File: src/rtl/bcd_div_pkg.sv
package bcd_div_pkg;
    localparam int DIGIT_W = 4;
    localparam logic [DIGIT_W-1:0] DIGIT_MAX = 4'd9;

    typedef logic [DIGIT_W-1:0] bcd_digit_t;

    typedef struct packed {
        logic clear;     // hold the chain at zero
        logic reload;    // load all digits from the ratio
        logic at_one;    // chained count equals one
    } div_ctrl_t;

    function automatic logic digit_ok(input bcd_digit_t d);
        return d <= DIGIT_MAX;
    endfunction

    function automatic bcd_digit_t digit_dec(input bcd_digit_t d);
        return (d == '0) ? DIGIT_MAX : bcd_digit_t'(d - 4'd1);
    endfunction
endpackage

File: src/rtl/bcd_decade_down.sv
module bcd_decade_down
    import bcd_div_pkg::*;
(
    input  logic       clk,
    input  logic       clr,
    input  logic       load,
    input  bcd_digit_t preset,
    input  logic       cin_n,
    output bcd_digit_t q,
    output logic       cout_n
);
    always_ff @(posedge clk) begin
        if (clr)
            q <= '0;
        else if (load)
            q <= preset;
        else if (!cin_n)
            q <= digit_dec(q);
    end

    // Active-low carry: this digit is at zero and is itself enabled.
    assign cout_n = !((q == '0) && !cin_n);

    AST_DIGIT_IN_RANGE: assert property (@(posedge clk) disable iff (clr)
        q <= DIGIT_MAX);

    AST_HOLD_WHEN_IDLE: assert property (@(posedge clk) disable iff (clr)
        (!load && cin_n) |=> $stable(q));
endmodule

File: src/rtl/bcd_ratio_check.sv
module bcd_ratio_check
    import bcd_div_pkg::*;
#(
    parameter int DIGITS = 2,
    localparam int RATIO_W = DIGITS * DIGIT_W
) (
    input  logic [RATIO_W-1:0] ratio,
    output logic               bad
);
    logic any_bad_digit;

    always_comb begin
        any_bad_digit = 1'b0;
        for (int i = 0; i < DIGITS; i++) begin
            if (!digit_ok(ratio[i*DIGIT_W +: DIGIT_W]))
                any_bad_digit = 1'b1;
        end
    end

    assign bad = any_bad_digit || (ratio == '0);
endmodule

File: src/rtl/bcd_freq_divider.sv
module bcd_freq_divider
    import bcd_div_pkg::*;
#(
    parameter int DIGITS = 2,
    localparam int RATIO_W = DIGITS * DIGIT_W
) (
    input  logic               clk,
    input  logic               rst,
    input  logic [RATIO_W-1:0] ratio_i,
    output logic               pulse_o,
    output logic               cfg_err_o
);
    logic               ratio_bad;
    logic               upper_zero;
    logic [RATIO_W-1:0] count_flat;
    logic [DIGITS-1:0]  cin_n;
    logic [DIGITS-1:0]  cout_n;
    bcd_digit_t         q [DIGITS];
    div_ctrl_t          ctl;

    bcd_ratio_check #(.DIGITS(DIGITS)) u_chk (
        .ratio (ratio_i),
        .bad   (ratio_bad)
    );

    for (genvar g = 0; g < DIGITS; g++) begin : g_digit
        if (g == 0) begin : g_lsd
            assign cin_n[g] = 1'b0;
        end else begin : g_upper
            assign cin_n[g] = cout_n[g-1];
        end

        bcd_decade_down u_stage (
            .clk    (clk),
            .clr    (ctl.clear),
            .load   (ctl.reload),
            .preset (ratio_i[g*DIGIT_W +: DIGIT_W]),
            .cin_n  (cin_n[g]),
            .q      (q[g]),
            .cout_n (cout_n[g])
        );

        assign count_flat[g*DIGIT_W +: DIGIT_W] = q[g];
    end

    always_comb begin
        upper_zero = 1'b1;
        for (int i = 1; i < DIGITS; i++) begin
            if (q[i] != '0)
                upper_zero = 1'b0;
        end
    end

    // The last carry of the chain is low only when every digit is zero.
    assign ctl.clear  = rst || ratio_bad;
    assign ctl.at_one = upper_zero && (q[0] == 4'd1);
    assign ctl.reload = ctl.at_one || !cout_n[DIGITS-1];

    always_ff @(posedge clk) begin
        if (ctl.clear)
            pulse_o <= 1'b0;
        else
            pulse_o <= ctl.at_one;
    end

    always_ff @(posedge clk) begin
        if (rst)
            cfg_err_o <= 1'b0;
        else
            cfg_err_o <= ratio_bad;
    end

    AST_LOAD_TAKES_RATIO: assert property (@(posedge clk) disable iff (ctl.clear)
        ctl.reload |=> (count_flat == $past(ratio_i)));

    if (DIGITS > 1) begin : g_tens_chk
        AST_TENS_WAITS: assert property (@(posedge clk) disable iff (ctl.clear)
            (!ctl.reload && (q[0] != '0)) |=> $stable(count_flat[RATIO_W-1:DIGIT_W]));
    end

    AST_ERR_SILENT: assert property (@(posedge clk) disable iff (rst)
        cfg_err_o |-> !pulse_o);
endmodule

File: config.mk
export PLATFORM = sky130hd
export DESIGN_NAME = bcd_freq_divider
export DESIGN_NICKNAME = d
export VERILOG_FILES = /design/src/rtl/bcd_div_pkg.sv /design/src/rtl/bcd_decade_down.sv /design/src/rtl/bcd_ratio_check.sv /design/src/rtl/bcd_freq_divider.sv
export SDC_FILE = /design/constraint.sdc
export NUM_CORES = 1
export LEC_CHECK = 0
export ABC_AREA = 1
export BUFFER_PORTS_ARGS = -buffer_cell sky130_fd_sc_hd__buf_2
export CELL_PAD_IN_SITES_DETAIL_PLACEMENT = 0
export CELL_PAD_IN_SITES_GLOBAL_PLACEMENT = 1
export CORE_ASPECT_RATIO = 1.2
export CORE_UTILIZATION = 37
export DETAILED_ROUTE_END_ITERATION = 10
export MAX_ROUTING_LAYER = met4
export PLACE_DENSITY = 0.72
export SKIP_CTS_REPAIR_TIMING = 1
export SLEW_MARGIN = 20
export SYNTH_ARGS = -nofsm -noshare
export SYNTH_HDL_FRONTEND = slang
export SYNTH_SLANG_ARGS = --single-unit
export TNS_END_PERCENT = 100
File: constraint.sdc
create_clock -name clk -period 1.4 [get_ports clk]
set_input_delay 0.28 -clock clk [delete_from_list [all_inputs] [get_ports clk]]
set_output_delay 0.28 -clock clk [all_outputs]
set_load 0.05 [all_outputs]
==> flow_summary.toml, run 1 <==
[drt]
drc = 0
route.vias.total = 587
routed_wl_mm = 1.298
antenna_left = 0
drt-wirelength-per-cell_um = 10.30
avgViaCountPerCell = 4.659
drt_iter0_drc = 11
dr.pass1.iters = 4

[timing]
finClkSkew_ns = 0.004500
worstMarginPinSlew_ns = 0.2440
period_needed_ns = 1.111
setup_viol = 0
hold_violations = 0
rsz0062_at_grt = "false"
relSlewSlack_pct = 83.71
drv_slew = 0
setup_ws_ns = 0.2892
setup_tns_ns = 0
hold_slack_ns = 0.2021
fin_crit_sh_pct = 79.34
fmax_mhz = 900.3

[place]
dp_cells = 122
preCtsSetupSlack_ns = 0.2371
port_buffers = 11
dp_hpwl_mm = 1.086
place.gp.congestion = 0.7591

[finish]
final_util_pct = 46.72
drive_gt1_share_pct = 40.74
final_cell_mix = "18 x nand2_1, 12 x nor2_1, 11 x buf_2, 10 x dfxtp_1, 8 x inv_1"
fin_cells = 126
nets = 119
areaGrowthSynthToFinish_pct = 17.43
layout_commonest_cell = "nand2_1"
num_antenna_cells = 0

[outcome]
outcome = "complete, no violations"

[logic_synthesis]
ys_types = 17
synthCells = 93
syn_area_um2 = 653.1
synth_area_per_cell_um2 = 7.023
yosysWarnings = 0
ys_ff_latch = 10
syn-num-nets = 103
synth_seq_area_share_pct = 30.65

[floorplanning]
die_h_um = 48.03
rows = 16
io_pins = 12
start_util_pct = 39.79
die_area_um2 = 1938
die_w_um = 40.36
core-area_um2 = 1642

[setup_path]
ff2ff_path_depth = 8
critPathMaxFanout = 1
worstPathCellList = "buf_2"
critPathTopFamily = "flip-flops"
slowest_delay_ns = 0.31
crit_cells = 1
crit_slowest_cell = "dfxtp_1"
worstSetupPathType = "flop to primary output"
worst_setup_path_end_kind = "primary output"
cp.required_ns = 1.12
start_kind = "flop"
crit_buf_inv = 1
worstPathArrival_ns = 0.83

[pwr]
irDropWorstVdd_v = 0.0004993
power.density_nw_per_um2 = 1405
p_leak_uw = 0.0003671

[clock_network]
cts_tree = "built"
clk_path_buf_depth = 2
insertion_delay_ns = 0.27
cts.sinks = 10
cts_made_buffers = 3
clkTransAtPathRegs_ns = 0.07
htree_levels = 1
clockRootBuffer = "clkbuf_4"

[global_routing]
grt_max_degree = 8
grt.total_usage_pct = 17.65
grt_pass1_vias = 509
antenna_found_initial = 0
grt_pass1_wl_mm = 2.139
grt.overflow.total = 0

[run]
maxCapViolCount = 0

[min_path]
hp-class = "input pin to flop"
min_path_cells = 2
-- metal layers --
layer	part of all wire (%)	GRT usage [%]	up-vias
met1	48	22.41	251
met2	48	26.03	14
li1	-	-	320
met5	0	-	-
met3	3.5	2.791	2
met4	0.69	10.00	0
-- cell type report --
type	count	area (µm²)
tap	18	22.52
sequential	10	200.2
fill	175	874.6
multi-input combinational	69	400.4
clock buffer	4	36.28
timing repair buffer	11	55.05
inverter	14	52.55
-- worst reg2reg max path, stage by stage, from the launching register on --
cell	delay, ns
dfxtp_1	0.34
inv_2	0.09
nand2_2	0.08
nor2_4	0.15
nand2_4	0.09
nand2_4	0.09
inv_2	0.04
a21oi_2	0.08
nor2_1	0.04
-- where the power goes --
part | internal, µW | total, µW | switching (µW)
sequential | 314 | 343 | 28.8
combinational | 165 | 468 | 303
clock | 158 | 267 | 109
total | 637 | 1080 | 441
-- metrics by stage --
stage	total power, µW	instance area (µm²)
CTS	1087	767.0
finish	1078	767.0
detailed placement	819.1	730.7
floorplan	731.8	653.1
global placement	828.5	730.7
global route	1157	767.0
-- final timing paths --
check,from,endpoint,slack (ns)
hold reg to reg,g_digit[1].u_stage.q[3],g_digit[1].u_stage.q[3],0.48
hold / removal,rst,cfg_err_o,0.20
setup reg to reg,g_digit[1].u_stage.q[0],g_digit[1].u_stage.q[0],0.31
setup / recovery,cfg_err_o,cfg_err_o,0.29
-- kinds of logic (layout without fill, tap and decap cells) --
family	after synthesis	after routing	share of synthesized area, %
AO/OA/AOI/OAI	12	12	10.34
buffers and inverters	14	29	8.046
AND/OR/NAND/NOR	57	57	50.96
flip-flops	10	10	30.65
-- cell usage after synthesis --
library cell	number	area share (%)
a21oi_1	4	3.1
dfxtp_1	10	31
nand3_1	4	3.1
nand2_1	18	10
nor2_1	12	6.9
nand2_4	4	6.9
inv_2	6	3.4
a21oi_2	2	2.7
nor2_4	6	10
o21ai_0	3	2.3
o21ai_1	3	2.3
inv_1	8	4.6
nor3_1	1	0.77
nor2_2	3	2.9
nor3_2	2	3.1
nand2_2	6	5.7
nand4_1	1	0.96
-- sequential cells by signal, indices dropped and copies added (netlist names) --
name / flops
pulse_o: 1
cfg_err_o: 1
g_digit.u_stage.q: 8
No activity file was read; power rests on OpenSTA's default activity.
==> run 2: changes to the inputs <==
Settings changed: CORE_UTILIZATION 37 to 33, PLACE_DENSITY 0.72 to 0.68.
Clock period 1.4 ns to 1 ns, I/O delays scaled along.
==> run 2 against run 1 <==
  * The run now ends with negative setup slack left
  * Total power increased by 57%
  * Worst hold slack worse by 0.088 ns
  * Critical path depth increased by 7
==> flow_summary.toml, run 2 (same netlist as run 1, synthesis figures left out) <==
[outcome]
outcome = "complete, but fails checks"
violations = "negative setup slack"

[timing]
worstMarginPinSlew_ns = 0.1800
fin_crit_sh_pct = 108.9
rsz0062_at_grt = "true"
hold_violations = 0
period_needed_ns = 1.089
relSlewSlack_pct = 87.88
setup_viol = 7
setup_ws_ns = -0.08880
hold_slack_ns = 0.1141
drv_slew = 0
finClkSkew_ns = 0.006848
fmax_mhz = 918.4
setup_tns_ns = -0.3012

[min_path]
hp-class = "input pin to flop"
min_path_cells = 2

[drt]
drt-wirelength-per-cell_um = 10.67
route.vias.total = 644
antenna_left = 0
dr.pass1.iters = 4
drt_iter0_drc = 7
avgViaCountPerCell = 4.567
routed_wl_mm = 1.504
drc = 0

[pwr]
p_leak_uw = 0.0004405
power.density_nw_per_um2 = 1866
irDropWorstVdd_v = 0.0009970

[finish]
final_cell_mix = "17 x nand2_1, 15 x buf_4, 11 x nor2_1, 9 x buf_2"
final_util_pct = 49.02
drive_gt1_share_pct = 54.92
largest_register_ffs = 8
nets = 133
regMostFlops = "g_digit.u_stage.q"
areaGrowthSynthToFinish_pct = 38.89
top_regs = "g_digit.u_stage.q (8), cfg_err_o (1), pulse_o (1)"
num_antenna_cells = 0
stdcell_area_um2 = 907.1
layout_commonest_cell = "nand2_1"
fin_cells = 141

[place]
dp_hpwl_mm = 1.176
dpl-instance-area_um2 = 822.0
port_buffers = 11
dp_cells = 135
place.gp.congestion = 0.8011

[setup_path]
critPathMaxFanout = 5
crit_slowest_cell = "dfxtp_2"
regToRegSetupSlack_ns = -0.09
crit_cells = 8
slowest_delay_ns = 0.35
worstPathArrival_ns = 1.26
cp.required_ns = 1.17
critPathMostFrequentCell = "nand2_4"
crit_buf_inv = 2
worstSetupPathType = "flop to flop"
ff2ff_path_depth = 8
worstPathCellList = "inv_1 > nand2_2 > nor2_4 > nand2_4 > nand2_4 > inv_2 > a21oi_2 > nor2_1"
start_kind = "flop"
critPathTopFamily = "simple AND/OR/NAND/NOR gates"
worst_setup_path_end_kind = "flop"

[floorplanning]
die_h_um = 50.74
rows = 17
die_area_um2 = 2162
start_util_pct = 35.29
core-area_um2 = 1851
io_pins = 12
die_w_um = 42.61

[clock_network]
clk_path_buf_depth = 2
insertion_delay_ns = 0.28
clockRootBuffer = "clkbuf_4"
cts_made_buffers = 3
clkTransAtPathRegs_ns = 0.08
cts.sinks = 10
htree_levels = 1
cts_tree = "built"

[global_routing]
grt.overflow.total = 0
grt.total_usage_pct = 16.78
grt_max_degree = 8
grt_pass1_vias = 623
antenna_found_initial = 0
grt_pass1_wl_mm = 2.635

[run]
maxCapViolCount = 0
## run 2: changes by cell type in the layout (fill, tap and decap cells not counted), sizes merged
cell | before | now
buf | 11 | 25
## run 2: through the flow
stage / worst slack [ns] / power, µW
CTS: -0.1568 / 1647
global placement: -0.1484 / 1256
detailed placement: -0.1404 / 1256
floorplan: 0.0006009 / 1024
global route: -0.1694 / 1813
finish: -0.08880 / 1693
## run 2: power breakdown
part           total [µW]  switching [µW]  leakage, µW  internal (µW)
Clock                 387             165    0.0000210            222
Sequential            492            46.2    0.0000840            445
Combinational         814             469     0.000336            345
## run 2: layout make-up
class	instances	area, µm²
Sequential cell	10	206.4
Tap cell	19	23.77
Timing Repair Buffer	25	168.9
Inverter	14	52.55
Fill cell	201	943.4
Clock buffer	4	36.28
Multi-Input combinational cell	69	419.2
## run 2: path summary, 6_finish.rpt
| check | startpoint | to |
|---|---|---|
| min | rst | cfg_err_o |
| max reg2reg | g_digit[0].u_stage.q[3] | g_digit[1].u_stage.q[0] |
| min reg2reg | g_digit[1].u_stage.q[3] | g_digit[1].u_stage.q[3] |
| max | g_digit[0].u_stage.q[3] | g_digit[1].u_stage.q[0] |
## run 2: per-layer routing
metal | global-route usage [%] | part of all wire (%) | up-vias
met5 | - | 0 | -
met4 | 7.813 | 2.5 | 0
met3 | 2.158 | 2.7 | 5
met2 | 26.67 | 50 | 12
met1 | 21.01 | 45 | 280
li1 | - | - | 347
